<file path="src/rtl/fbt_pkg.sv">
package fbt_pkg;

    localparam int SYM_PER_WORD = 16;

    typedef enum logic [1:0] {
        SEQ_IDLE,
        SEQ_PRE,
        SEQ_SFD,
        SEQ_DATA
    } seq_state_e;

    typedef struct packed {
        logic                    valid;
        logic [SYM_PER_WORD-1:0] sym;
    } sym_word_t;

    localparam logic [7:0]              PREAMBLE_BYTE = 8'h55;
    // 1 N+ N- 1 0 N- N+ 0 as half-bit symbols
    localparam logic [SYM_PER_WORD-1:0] START_SYMS    = 16'hB24D;
    // 1 N+ N- N+ N- 1 0 1 as half-bit symbols
    localparam logic [SYM_PER_WORD-1:0] END_SYMS      = 16'hB326;

    // Expand a byte into 16 half-bit symbols, MSB first: 1 -> 10, 0 -> 01
    function automatic logic [SYM_PER_WORD-1:0] manchester(input logic [7:0] b);
        logic [SYM_PER_WORD-1:0] w;
        for (int i = 0; i < 8; i++) begin
            w[2*i+1] = b[i];
            w[2*i]   = ~b[i];
        end
        return w;
    endfunction

endpackage

</file>
<file path="src/rtl/fbt_fifo.sv">
module fbt_fifo #(
    parameter int DEPTH = 16,
    parameter int W     = 8,
    parameter int LVLW  = $clog2(DEPTH + 1)
) (
    input  logic            clk,
    input  logic            rst,
    input  logic            push,
    input  logic [W-1:0]    din,
    input  logic            pop,
    output logic [W-1:0]    dout,
    output logic [LVLW-1:0] level,
    output logic            full,
    output logic            empty
);
    localparam int AW = (DEPTH > 1) ? $clog2(DEPTH) : 1;

    logic [W-1:0]  mem [DEPTH];
    logic [AW-1:0] wp, rp;
    logic          push_ok, pop_ok;

    function automatic logic [AW-1:0] nxt(input logic [AW-1:0] p);
        return (p == AW'(DEPTH - 1)) ? '0 : p + 1'b1;
    endfunction

    assign full    = (level == LVLW'(DEPTH));
    assign empty   = (level == '0);
    assign push_ok = push && !full;
    assign pop_ok  = pop && !empty;
    assign dout    = mem[rp];

    always_ff @(posedge clk) begin
        if (push_ok) mem[wp] <= din;
    end

    always_ff @(posedge clk) begin
        if (rst) begin
            wp    <= '0;
            rp    <= '0;
            level <= '0;
        end else begin
            if (push_ok) wp <= nxt(wp);
            if (pop_ok)  rp <= nxt(rp);
            case ({push_ok, pop_ok})
                2'b10:   level <= level + 1'b1;
                2'b01:   level <= level - 1'b1;
                default: level <= level;
            endcase
        end
    end

    AST_NO_OVERFLOW: assert property (@(posedge clk) disable iff (rst)
        full && !pop |=> level == LVLW'(DEPTH));
    AST_NO_UNDERFLOW: assert property (@(posedge clk) disable iff (rst)
        empty && !push |=> empty);

endmodule

</file>
<file path="src/rtl/fbt_serializer.sv">
module fbt_serializer
    import fbt_pkg::*;
#(
    parameter int SYM_DIV = 4
) (
    input  logic      clk,
    input  logic      rst,
    input  logic      abort,
    input  sym_word_t word,
    output logic      need,
    output logic      busy,
    output logic      sym_bit
);
    localparam int DIVW = (SYM_DIV > 1) ? $clog2(SYM_DIV) : 1;
    localparam int SCW  = $clog2(SYM_PER_WORD);

    logic [SYM_PER_WORD-1:0] sh;
    logic [SCW-1:0]          symcnt;
    logic [DIVW-1:0]         div;
    logic                    div_end, last, load;

    assign div_end = (div == DIVW'(SYM_DIV - 1));
    assign last    = busy && div_end && (symcnt == SCW'(SYM_PER_WORD - 1));
    assign need    = !busy || last;
    assign load    = need && word.valid && !abort;
    assign sym_bit = sh[SYM_PER_WORD-1];

    always_ff @(posedge clk) begin
        if (rst || abort) begin
            busy   <= 1'b0;
            sh     <= '0;
            symcnt <= '0;
            div    <= '0;
        end else if (load) begin
            busy   <= 1'b1;
            sh     <= word.sym;
            symcnt <= '0;
            div    <= '0;
        end else if (last) begin
            busy   <= 1'b0;
            sh     <= '0;
        end else if (busy) begin
            if (div_end) begin
                div    <= '0;
                sh     <= sh << 1;
                symcnt <= symcnt + 1'b1;
            end else begin
                div <= div + 1'b1;
            end
        end
    end

    AST_LOAD_DRIVES: assert property (@(posedge clk) disable iff (rst)
        load |=> busy);
    AST_SYM_HOLD: assert property (@(posedge clk) disable iff (rst)
        busy && !div_end && !abort |=> $stable(sym_bit));

endmodule

</file>
<file path="src/rtl/fbt_sequencer.sv">
module fbt_sequencer
    import fbt_pkg::*;
(
    input  logic       clk,
    input  logic       rst,
    input  logic       fifo_empty,
    input  logic [7:0] fifo_head,
    input  logic       rx_busy,
    input  logic       tx_enable,
    input  logic [2:0] pre_count,
    input  logic       ser_need,
    output sym_word_t  word,
    output logic       pop
);
    seq_state_e state;
    logic [2:0] pre_left;
    logic [2:0] n_pre;
    logic       accept;

    assign n_pre  = (pre_count == 3'd0) ? 3'd1 : pre_count;
    assign accept = ser_need && word.valid;
    assign pop    = accept && (state == SEQ_DATA) && !fifo_empty;

    always_comb begin
        word.valid = 1'b0;
        word.sym   = manchester(PREAMBLE_BYTE);
        case (state)
            SEQ_IDLE: word.valid = !fifo_empty && !rx_busy && tx_enable;
            SEQ_PRE:  word.valid = tx_enable;
            SEQ_SFD: begin
                word.valid = tx_enable;
                word.sym   = START_SYMS;
            end
            SEQ_DATA: begin
                word.valid = tx_enable;
                word.sym   = fifo_empty ? END_SYMS : manchester(fifo_head);
            end
            default: word.valid = 1'b0;
        endcase
    end

    always_ff @(posedge clk) begin
        if (rst || !tx_enable) begin
            state    <= SEQ_IDLE;
            pre_left <= '0;
        end else if (accept) begin
            case (state)
                SEQ_IDLE: begin
                    state    <= (n_pre == 3'd1) ? SEQ_SFD : SEQ_PRE;
                    pre_left <= n_pre - 3'd1;
                end
                SEQ_PRE: begin
                    pre_left <= pre_left - 3'd1;
                    if (pre_left == 3'd1) state <= SEQ_SFD;
                end
                SEQ_SFD:  state <= SEQ_DATA;
                SEQ_DATA: if (fifo_empty) state <= SEQ_IDLE;
                default:  state <= SEQ_IDLE;
            endcase
        end
    end

    AST_HOLD_OFF: assert property (@(posedge clk) disable iff (rst)
        state == SEQ_IDLE && rx_busy |=> state == SEQ_IDLE);
    AST_PRE_LEFT: assert property (@(posedge clk) disable iff (rst)
        state == SEQ_PRE |-> pre_left != 3'd0);
    AST_ABORT_IDLE: assert property (@(posedge clk) disable iff (rst)
        !tx_enable |=> state == SEQ_IDLE);

endmodule

</file>
<file path="src/rtl/fbt_tx_sequencer.sv">
module fbt_tx_sequencer
    import fbt_pkg::*;
#(
    parameter int DEPTH   = 16,
    parameter int SYM_DIV = 4,
    parameter int LVLW    = $clog2(DEPTH + 1),
    parameter int THW     = $clog2(DEPTH)
) (
    input  logic            clk,
    input  logic            rst,
    input  logic            wr_valid,
    input  logic [7:0]      wr_data,
    input  logic            rx_busy,
    input  logic            tx_enable,
    input  logic            invert_pol,
    input  logic [2:0]      pre_count,
    input  logic [THW-1:0]  thresh,
    input  logic            thresh_mask,
    output logic [LVLW-1:0] fifo_level,
    output logic            fifo_full,
    output logic            thresh_alarm,
    output logic            irq,
    output logic            line_en,
    output logic            line_out
);
    logic       fifo_empty, pop, ser_need, ser_bit;
    logic [7:0] fifo_head;
    sym_word_t  word;

    fbt_fifo #(.DEPTH(DEPTH), .W(8), .LVLW(LVLW)) u_fifo (
        .clk   (clk),
        .rst   (rst),
        .push  (wr_valid),
        .din   (wr_data),
        .pop   (pop),
        .dout  (fifo_head),
        .level (fifo_level),
        .full  (fifo_full),
        .empty (fifo_empty)
    );

    fbt_sequencer u_seq (
        .clk        (clk),
        .rst        (rst),
        .fifo_empty (fifo_empty),
        .fifo_head  (fifo_head),
        .rx_busy    (rx_busy),
        .tx_enable  (tx_enable),
        .pre_count  (pre_count),
        .ser_need   (ser_need),
        .word       (word),
        .pop        (pop)
    );

    fbt_serializer #(.SYM_DIV(SYM_DIV)) u_ser (
        .clk     (clk),
        .rst     (rst),
        .abort   (!tx_enable),
        .word    (word),
        .need    (ser_need),
        .busy    (line_en),
        .sym_bit (ser_bit)
    );

    assign line_out     = line_en && (ser_bit ^ invert_pol);
    assign thresh_alarm = (thresh != '0) && (fifo_level >= LVLW'(thresh));
    assign irq          = thresh_alarm && !thresh_mask;

    AST_JABBER_CUT: assert property (@(posedge clk) disable iff (rst)
        !tx_enable |=> !line_en);
    AST_QUIET_LINE: assert property (@(posedge clk) disable iff (rst)
        !line_en |-> !line_out);
    AST_START_GATED: assert property (@(posedge clk) disable iff (rst)
        !line_en && (rx_busy || fifo_empty) |=> !line_en);

endmodule

</file>
<file path="config.mk">
export PLATFORM = sky130hd
export DESIGN_NAME = fbt_tx_sequencer
export DESIGN_NICKNAME = d
export VERILOG_FILES = /design/src/rtl/fbt_pkg.sv /design/src/rtl/fbt_fifo.sv /design/src/rtl/fbt_serializer.sv /design/src/rtl/fbt_sequencer.sv /design/src/rtl/fbt_tx_sequencer.sv
export SDC_FILE = /design/constraint.sdc
export NUM_CORES = 1
export LEC_CHECK = 0
export ABC_AREA = 1
export BUFFER_PORTS_ARGS = -buffer_cell sky130_fd_sc_hd__buf_2
export CAP_MARGIN = 20
export CORE_MARGIN = 4
export CORE_UTILIZATION = 58
export CTS_BUF_LIST = sky130_fd_sc_hd__clkbuf_8
export DETAILED_ROUTE_END_ITERATION = 16
export GPL_ROUTABILITY_DRIVEN = 0
export HOLD_SLACK_MARGIN = 0.15
export PLACE_DENSITY = 0.88
export SLEW_MARGIN = 10
export SYNTH_ARGS = -nofsm -noshare
export SYNTH_HDL_FRONTEND = slang
export SYNTH_SLANG_ARGS = --single-unit
</file>
<file path="constraint.sdc">
create_clock -name clk -period 2.6 [get_ports clk]
set_clock_uncertainty 0.05 [all_clocks]
set_input_delay 0.52 -clock clk [delete_from_list [all_inputs] [get_ports clk]]
set_output_delay 0.52 -clock clk [all_outputs]
set_load 0.03 [all_outputs]
</file>
---- After elaboration in Yosys (flattened, before gate mapping) ----
Memories as Yosys holds them, arrays and structs flattened. A register that Yosys moved wholly into a read port is not among the register bits.
Cells that the tools add are included.
storage, ports and cells
  flip-flop bits (word level) ............. 41
  bits in writable memories ............... 128
  output and inout port bits .............. 10
  word-level logic and storage cells ...... 103
  memories kept ........................... 1
cells by class
  $add $sub $neg .......................... 8
  $lt $le $gt $ge ......................... 1
  eq/ne operators ......................... 14
  mux-type cells .......................... 23
  bitwise logic cells ..................... 10
  reductions and logical operators ........ 37
memory list
  memory      depth  bits a word  rd ports  clocked after Yosys merged registers in  wr ports  RTL line        text
  u_fifo.mem  16     8            1         1                                        1         fbt_fifo.sv:18  logic [W-1:0] mem [DEPTH];
operator list
  operator                                           count
  two-way mux 16 bit                                 5
  one-hot mux 16 bit (2 select lines)                1
  two-way mux 4 bit                                  4
  logical AND 1 bit                                  13
  adder 4 x 1 -> 4 bit (second input constant)       3
  == test 4 bit (second input constant)              3
  one-hot mux 5 bit (2 select lines)                 1
  NOT 1 bit                                          9
  == test 2 bit (second input constant)              4
  two-way mux 2 bit                                  4
  one-hot mux 2 bit (4 select lines)                 1
  == test 3 x 1 -> 1 bit (second input constant)     2
  logical NOT 1 bit                                  6
  one-hot mux 3 bit (2 select lines)                 1
  AND reduction 2 bit                                3
  AND reduction 3 bit                                2
  nonzero test 2 bit                                 3
  nonzero test 3 bit                                 2
  subtractor 3 x 1 -> 3 bit (second input constant)  2
  adder 5 x 1 -> 5 bit (second input constant)       1
  == test 5 bit (second input constant)              1
  >= comparator 5 x 4 -> 1 bit                       1
  logical NOT 5 bit                                  1
  subtractor 5 x 1 -> 5 bit (second input constant)  1
  other kinds (13)                                   19

---- Longest topological paths before layout ----
  depth in word-level cells ............... 11
  mapped depth ............................ 18

---- Hierarchy ----
A second synthesis with hierarchy kept.
second synthesis, totals
  cells, all modules ...................... 848
  area total of the unflattened synthesis .. 8162.8 µm²
by module, submodules not included
  module            instances  cells each  area an instance (µm²)  sequential area each (µm²)
  fbt_fifo          1          549         6218.5                  4184.0
  fbt_serializer    1          164         1158.6                  460.4
  fbt_sequencer     1          103         618.1                   100.1
  fbt_tx_sequencer  1          32          167.7                   0.0

---- Least setup slack after synthesis ----
Ideal clock, no wire load.
  path type ............................... register to register
  start point ............................. reg u_ser.busy
  end point ............................... reg u_fifo.level[4]
  data arrival time ....................... 2.532 ns
  required time ........................... 2.480 ns
  setup slack ............................. -0.052 ns
  stages on the path, launching flop included .. 18
  path buffers ............................ 0
  period minus slack after synthesis ...... 2.652 ns
  cells stage by stage .................... dfxtp_1 nand2_1 nor2_4 nor2_2 nor2_4 nand2_4 nor2_4 nand2_4 clkinv_4 ha_1 xor2_1 ha_1 inv_1 nand2_1 a31oi_1 xor2_1 nand2_1 a21oi_1
between the ends
  word-level cells in the longest chain between the ends .. 9
  elaborated cells on any way between the ends .. 12
ends and longest elaborated chain
  element                                                                          RTL line              text
  start: declaration                                                               fbt_serializer.sv:11  output logic busy,
  start signal: assignment                                                         fbt_serializer.sv:30  busy <= 1'b0;
  start signal: assignment                                                         fbt_serializer.sv:35  busy <= 1'b1;
  start signal: assignment                                                         fbt_serializer.sv:40  busy <= 1'b0;
  logical AND 1 bit (2 in a row)                                                   fbt_serializer.sv:23  assign last = busy && div_end && (symcnt == SCW'(SYM_PER_WORD - 1));
  logical OR 1 bit *                                                               fbt_serializer.sv:24  assign need = !busy || last;
  logical AND 1 bit *                                                              fbt_sequencer.sv:21   assign accept = ser_need && word.valid;
  logical AND 1 bit * (2 in a row)                                                 fbt_sequencer.sv:22   assign pop = accept && (state == SEQ_DATA) && !fifo_empty;
  logical AND 1 bit *                                                              fbt_fifo.sv:29        assign pop_ok = pop && !empty;
  == test 2 x 1 -> 1 bit / == test 2 bit (equally long branches)                   fbt_fifo.sv:44        case ({push_ok, pop_ok})
  one-hot mux 5 bit (2 select lines) / nonzero test 2 bit (equally long branches)  --
  end signal: assignment                                                           fbt_fifo.sv:45        2'b10: level <= level + 1'b1;
  end signal: assignment                                                           fbt_fifo.sv:46        2'b01: level <= level - 1'b1;
  end signal: assignment                                                           fbt_fifo.sv:47        default: level <= level;
  end: declaration                                                                 fbt_fifo.sv:12        output logic [LVLW-1:0] level,
Mark *: on every way between the ends. The rest lies on a longest branch, timed or not.
A chain may end at the register's enable or synchronous reset.

---- Worst setup path after layout ----
  start point ............................. reg u_fifo.level[0]
  end point ............................... reg u_fifo.level[4]
between the ends
  word-level cells in the longest chain between the ends .. 11
  elaborated cells on any way between the ends .. 18
ends and longest elaborated chain
  element                                                                          RTL line                                                  text
  logical NOT 5 bit                                                                fbt_fifo.sv:27                                            assign empty = (level == '0);
  logical NOT 1 bit                                                                fbt_fifo.sv:29, fbt_sequencer.sv:22, fbt_sequencer.sv:28
  logical AND 1 bit (2 in a row)                                                   fbt_sequencer.sv:28                                       SEQ_IDLE: word.valid = !fifo_empty && !rx_busy && tx_enable;
  one-hot mux 1 bit (2 select lines)                                               fbt_sequencer.sv:27                                       case (state)
  logical AND 1 bit                                                                fbt_sequencer.sv:21
  logical AND 1 bit (2 in a row)                                                   fbt_sequencer.sv:22
  logical AND 1 bit                                                                fbt_fifo.sv:29
  == test 2 x 1 -> 1 bit / == test 2 bit (equally long branches)                   fbt_fifo.sv:44
  one-hot mux 5 bit (2 select lines) / nonzero test 2 bit (equally long branches)  --
Several ways; a longest one is shown, not always the timed one.

==> summary.txt <==
CLOCK NETWORK
-------------------------------------------------------------------------------------
Clk pin slew, worst setup/hold paths                                            80 ps
H-tree levels                                                                       4
Clock latency on the worst-skew pair                                           460 ps
Inserted Clock Buffers                                                             17
Clock tree root driver cell                                              sky130_fd_sc_hd__clkbuf_8
Clock Sink Count                                                                  173
Buffers from clock root to sink, at most                                            2
TritonCTS clock tree                                                              yes

TIMING
-------------------------------------------------------------------------------------
Slew Limit Headroom                                                             59.7%
Worst Setup Slack, final                                                      74.8 ps
Maximum clock frequency                                                       396 MHz
Hold violation count in the final report                                            0
Period utilization                                                              97.1%
Summed negative setup slack over all endpoints                                   0 ps
Count of final max-slew check failures                                              0
Actual transition at the worst max-transition pin                              604 ps
Final critical delay including setup and external delays                      2530 ps
Final setup vio count                                                               0
Unrepaired setup endpoints after global routing                                   yes

FLOORPLANNING
-------------------------------------------------------------------------------------
Starting utilization of the core area                                           59.2%
Count of standard-cell rows                                                        42
Die span in x                                                                  124 um
Floorplan die height                                                           124 um
I/O pin total                                                                      32
Core Area                                                                 0.0132 mm^2
Die area                                                                  0.0154 mm^2

DRT
-------------------------------------------------------------------------------------
Count of routing violations after the opening detailed-route iteration            679
Post-detailed-route via-to-cell ratio                                            5.66
Number of vias in the routed layout                                              5860
Number of nets still failing antenna checks after routing                           0
Detailed Routing Iterations Pass 1                                                  5
Detailed-route wire length per cell                                           17.3 um
Total Routed Length                                                          17900 um
Drt drc                                                                             0

LAYOUT
-------------------------------------------------------------------------------------
Area growth from synthesis to final layout                                      13.3%
Most common cell after layout, fill and taps aside                       sky130_fd_sc_hd__nor2_1
Net total in the final layout                                                     892
Antenna Cells                                                                       0
Most frequent cells in the layout                                        sky130_fd_sc_hd__nor2_1 (133), sky130_fd_sc_hd__edfxtp_1 (128), sky130_fd_sc_hd__nand2_1 (94), sky130_fd_sc_hd__o21ai_0 (80), sky130_fd_sc_hd__inv_1 (73)
Util after Layout                                                               67.1%
Fraction of layout instances using a drive strength above 1                     16.6%
Total non-filler cell area in the finished layout                        0.00885 mm^2
Final cell count without fillers                                                 1036

WORST SETUP PATH
-------------------------------------------------------------------------------------
Worst EP arrival                                                              2860 ps
Class of the most critical setup path                                    register to register
CP Launch Point                                                          u_fifo.level[0]
FF-to-FF path depth                                                                18
R2r startpoint                                                           u_fifo.level[0]
Kind of end point of the critical path                                       register
Startpoint type of the worst setup path                                      register
Critical path peak fanout                                                           6
Required time of the critical path                                            2940 ps

RUN
-------------------------------------------------------------------------------------
Number of maximum-capacitance violations                                            0

GLOBAL ROUTING
-------------------------------------------------------------------------------------
Maximum number of pins on one net before global-route repair                       35
Total track usage                                                               24.1%
Overflow left after global routing                                                  0
Number of global-route vias before repair                                        5632
First-pass GRT wire length                                                   28000 um
Initial antenna violation count                                                     0

PLACEMENT
-------------------------------------------------------------------------------------
Worst setup slack after placement                                            -38.3 ps
Placed Cells                                                                      998
Estimated wirelength of the detail-placed design                             11300 um
Placement-stage cell area                                                0.00831 mm^2
PortBufs                                                                           31

SYNTHESIS
-------------------------------------------------------------------------------------
Mapped Cells                                                                      785
Seq/Total Area, Yosys                                                           60.8%
Number of enable-type register cells in the synthesized netlist                   128
Async set-or-reset flop fraction in the synthesized netlist                        0%
Area share of the leading cell type in the synthesized netlist                  49.2%
Post-Synthesis Cell Area                                                 0.00781 mm^2
Synth area leader                                                        sky130_fd_sc_hd__edfxtp_1
Top cells by area in the synthesized netlist                             sky130_fd_sc_hd__edfxtp_1 (49%), sky130_fd_sc_hd__dfxtp_1 (12%), sky130_fd_sc_hd__nor2_1 (6.4%)
Number of storage elements in the synthesis netlist                               173
Avg Inst Size Synth                                                         9.95 um^2
Number of warnings issued by yosys                                                  0
Distinct cell type count of the synthesized netlist                                37
Flip-flop cell with the highest count after synthesis                    sky130_fd_sc_hd__edfxtp_1
Net count after synthesis                                                         830

POWER
-------------------------------------------------------------------------------------
Leakage power of the design                                                   3.37 nW
Worst vdd rail ir drop                                                     0.000419 V
Ratio of total power to cell area                                         589 mW/mm^2

HOLD PATH
-------------------------------------------------------------------------------------
Launch point of the worst hold path                                               rst
Cell depth of the worst hold path                                                   2
Worst min-delay path class                                               primary input to register

RUN STATUS
-------------------------------------------------------------------------------------
Outcome                                                                  complete, no violations

==> power breakdown <==
part | internal, mW | leakage (nW) | total, mW | switching (mW)
clock | 0.850 | 0.193 | 1.81 | 0.963
sequential | 3.00 | 1.53 | 3.03 | 0.0252
combinational | 0.120 | 1.66 | 0.368 | 0.248
total | 3.97 | 3.37 | 5.21 | 1.24
==> area by class of cell <==
cell class / instances / area (um^2)
well taps: 176 / 220
clock buffers: 17 / 234
clock inverters: 15 / 148
fillers: 924 / 4340
flip-flops and latches: 173 / 4760
inverters: 76 / 290
multi-input cells: 506 / 2720
repair buffers: 73 / 475
==> cells in the mapped netlist, types with 8 or more instances <==
| master | n |
|---|---|
| sky130_fd_sc_hd__o21ai_0 | 80 |
| sky130_fd_sc_hd__inv_1 | 72 |
| sky130_fd_sc_hd__edfxtp_1 | 128 |
| sky130_fd_sc_hd__xor2_1 | 8 |
| sky130_fd_sc_hd__buf_2 | 14 |
| sky130_fd_sc_hd__nor2_1 | 133 |
| sky130_fd_sc_hd__o211ai_1 | 17 |
| sky130_fd_sc_hd__dfxtp_1 | 45 |
| sky130_fd_sc_hd__nand3_1 | 65 |
| sky130_fd_sc_hd__clkbuf_1 | 14 |
| sky130_fd_sc_hd__a21oi_1 | 37 |
| sky130_fd_sc_hd__ha_1 | 23 |
| sky130_fd_sc_hd__nand2_1 | 97 |
==> worst max-delay path, stage by stage (launching register included) <==
cell	delay, ps
sky130_fd_sc_hd__dfxtp_4	360
sky130_fd_sc_hd__buf_4	150
sky130_fd_sc_hd__nor2_4	140
sky130_fd_sc_hd__nand4_4	110
sky130_fd_sc_hd__nand2_2	80
sky130_fd_sc_hd__nand2_2	60
sky130_fd_sc_hd__nand2_4	80
sky130_fd_sc_hd__nor2_4	40
sky130_fd_sc_hd__nand2_4	100
sky130_fd_sc_hd__clkinv_4	90
sky130_fd_sc_hd__ha_4	180
sky130_fd_sc_hd__xor2_2	150
sky130_fd_sc_hd__ha_1	180
sky130_fd_sc_hd__inv_1	60
sky130_fd_sc_hd__nand2_2	70
sky130_fd_sc_hd__a31oi_2	190
sky130_fd_sc_hd__xor2_1	170
sky130_fd_sc_hd__nand2_1	60
sky130_fd_sc_hd__a21oi_1	120
==> per-layer routing <==
metal	track usage, %	part of all wire, %	vias to the layer above
met5	0	0	-
met4	11.8	3.5	0
met3	3.91	8.0	56
met2	38.0	48	304
met1	32.7	40	2704
li1	-	-	2796
==> path summary, 6_finish.rpt <==
| check | slack (ps) | end |
|---|---|---|
| worst max-delay path | 70 | u_fifo.level[4] |
| worst min register to register | 400 | u_ser.div[0] |
| worst min-delay path | 350 | u_fifo.level[4] |
| worst max register to register | 70 | u_fifo.level[4] |
==> metrics by stage <==
| stage | power [mW] | hold WS (ps) |
|---|---|---|
| after global routing | 5.38 | 345 |
| after global placement | 3.42 | 403 |
| final | 5.21 | 346 |
| after CTS | 5.20 | 314 |
| after floorplan | 3.30 | 394 |
| after detailed placement | 3.43 | 422 |
==> sequential cells by signal (all words and copies together) (netlist names), named ones only <==
register,cells
u_fifo.mem,128
u_ser.sh,16
u_fifo.level,5
u_fifo.rp,4
u_fifo.wp,4
u_ser.symcnt,4
u_seq.pre_left,3
u_seq.state,2
u_ser.div,2
u_ser.busy,1
==> kinds of logic (layout without fill, tap and decap cells) <==
group	count (synthesis)	in the layout	share of synthesized area [%]
buf+inv	106	181	5.58
compound gates	148	148	10.4
xor+xnor	14	14	1.57
simple gates	321	321	18.0
flops	173	173	60.8
fa+ha+maj	23	23	3.69
==> what timing repair did <==
action                     in CTS  in global routing
setup endpoints to repair       4                  5
buffers inserted                0                  6
hold buffers                    0                  0
cloned                          0                  0
pin swaps                       1                  5
resized for setup              10                 15
(Power assumes the default switching activity.)
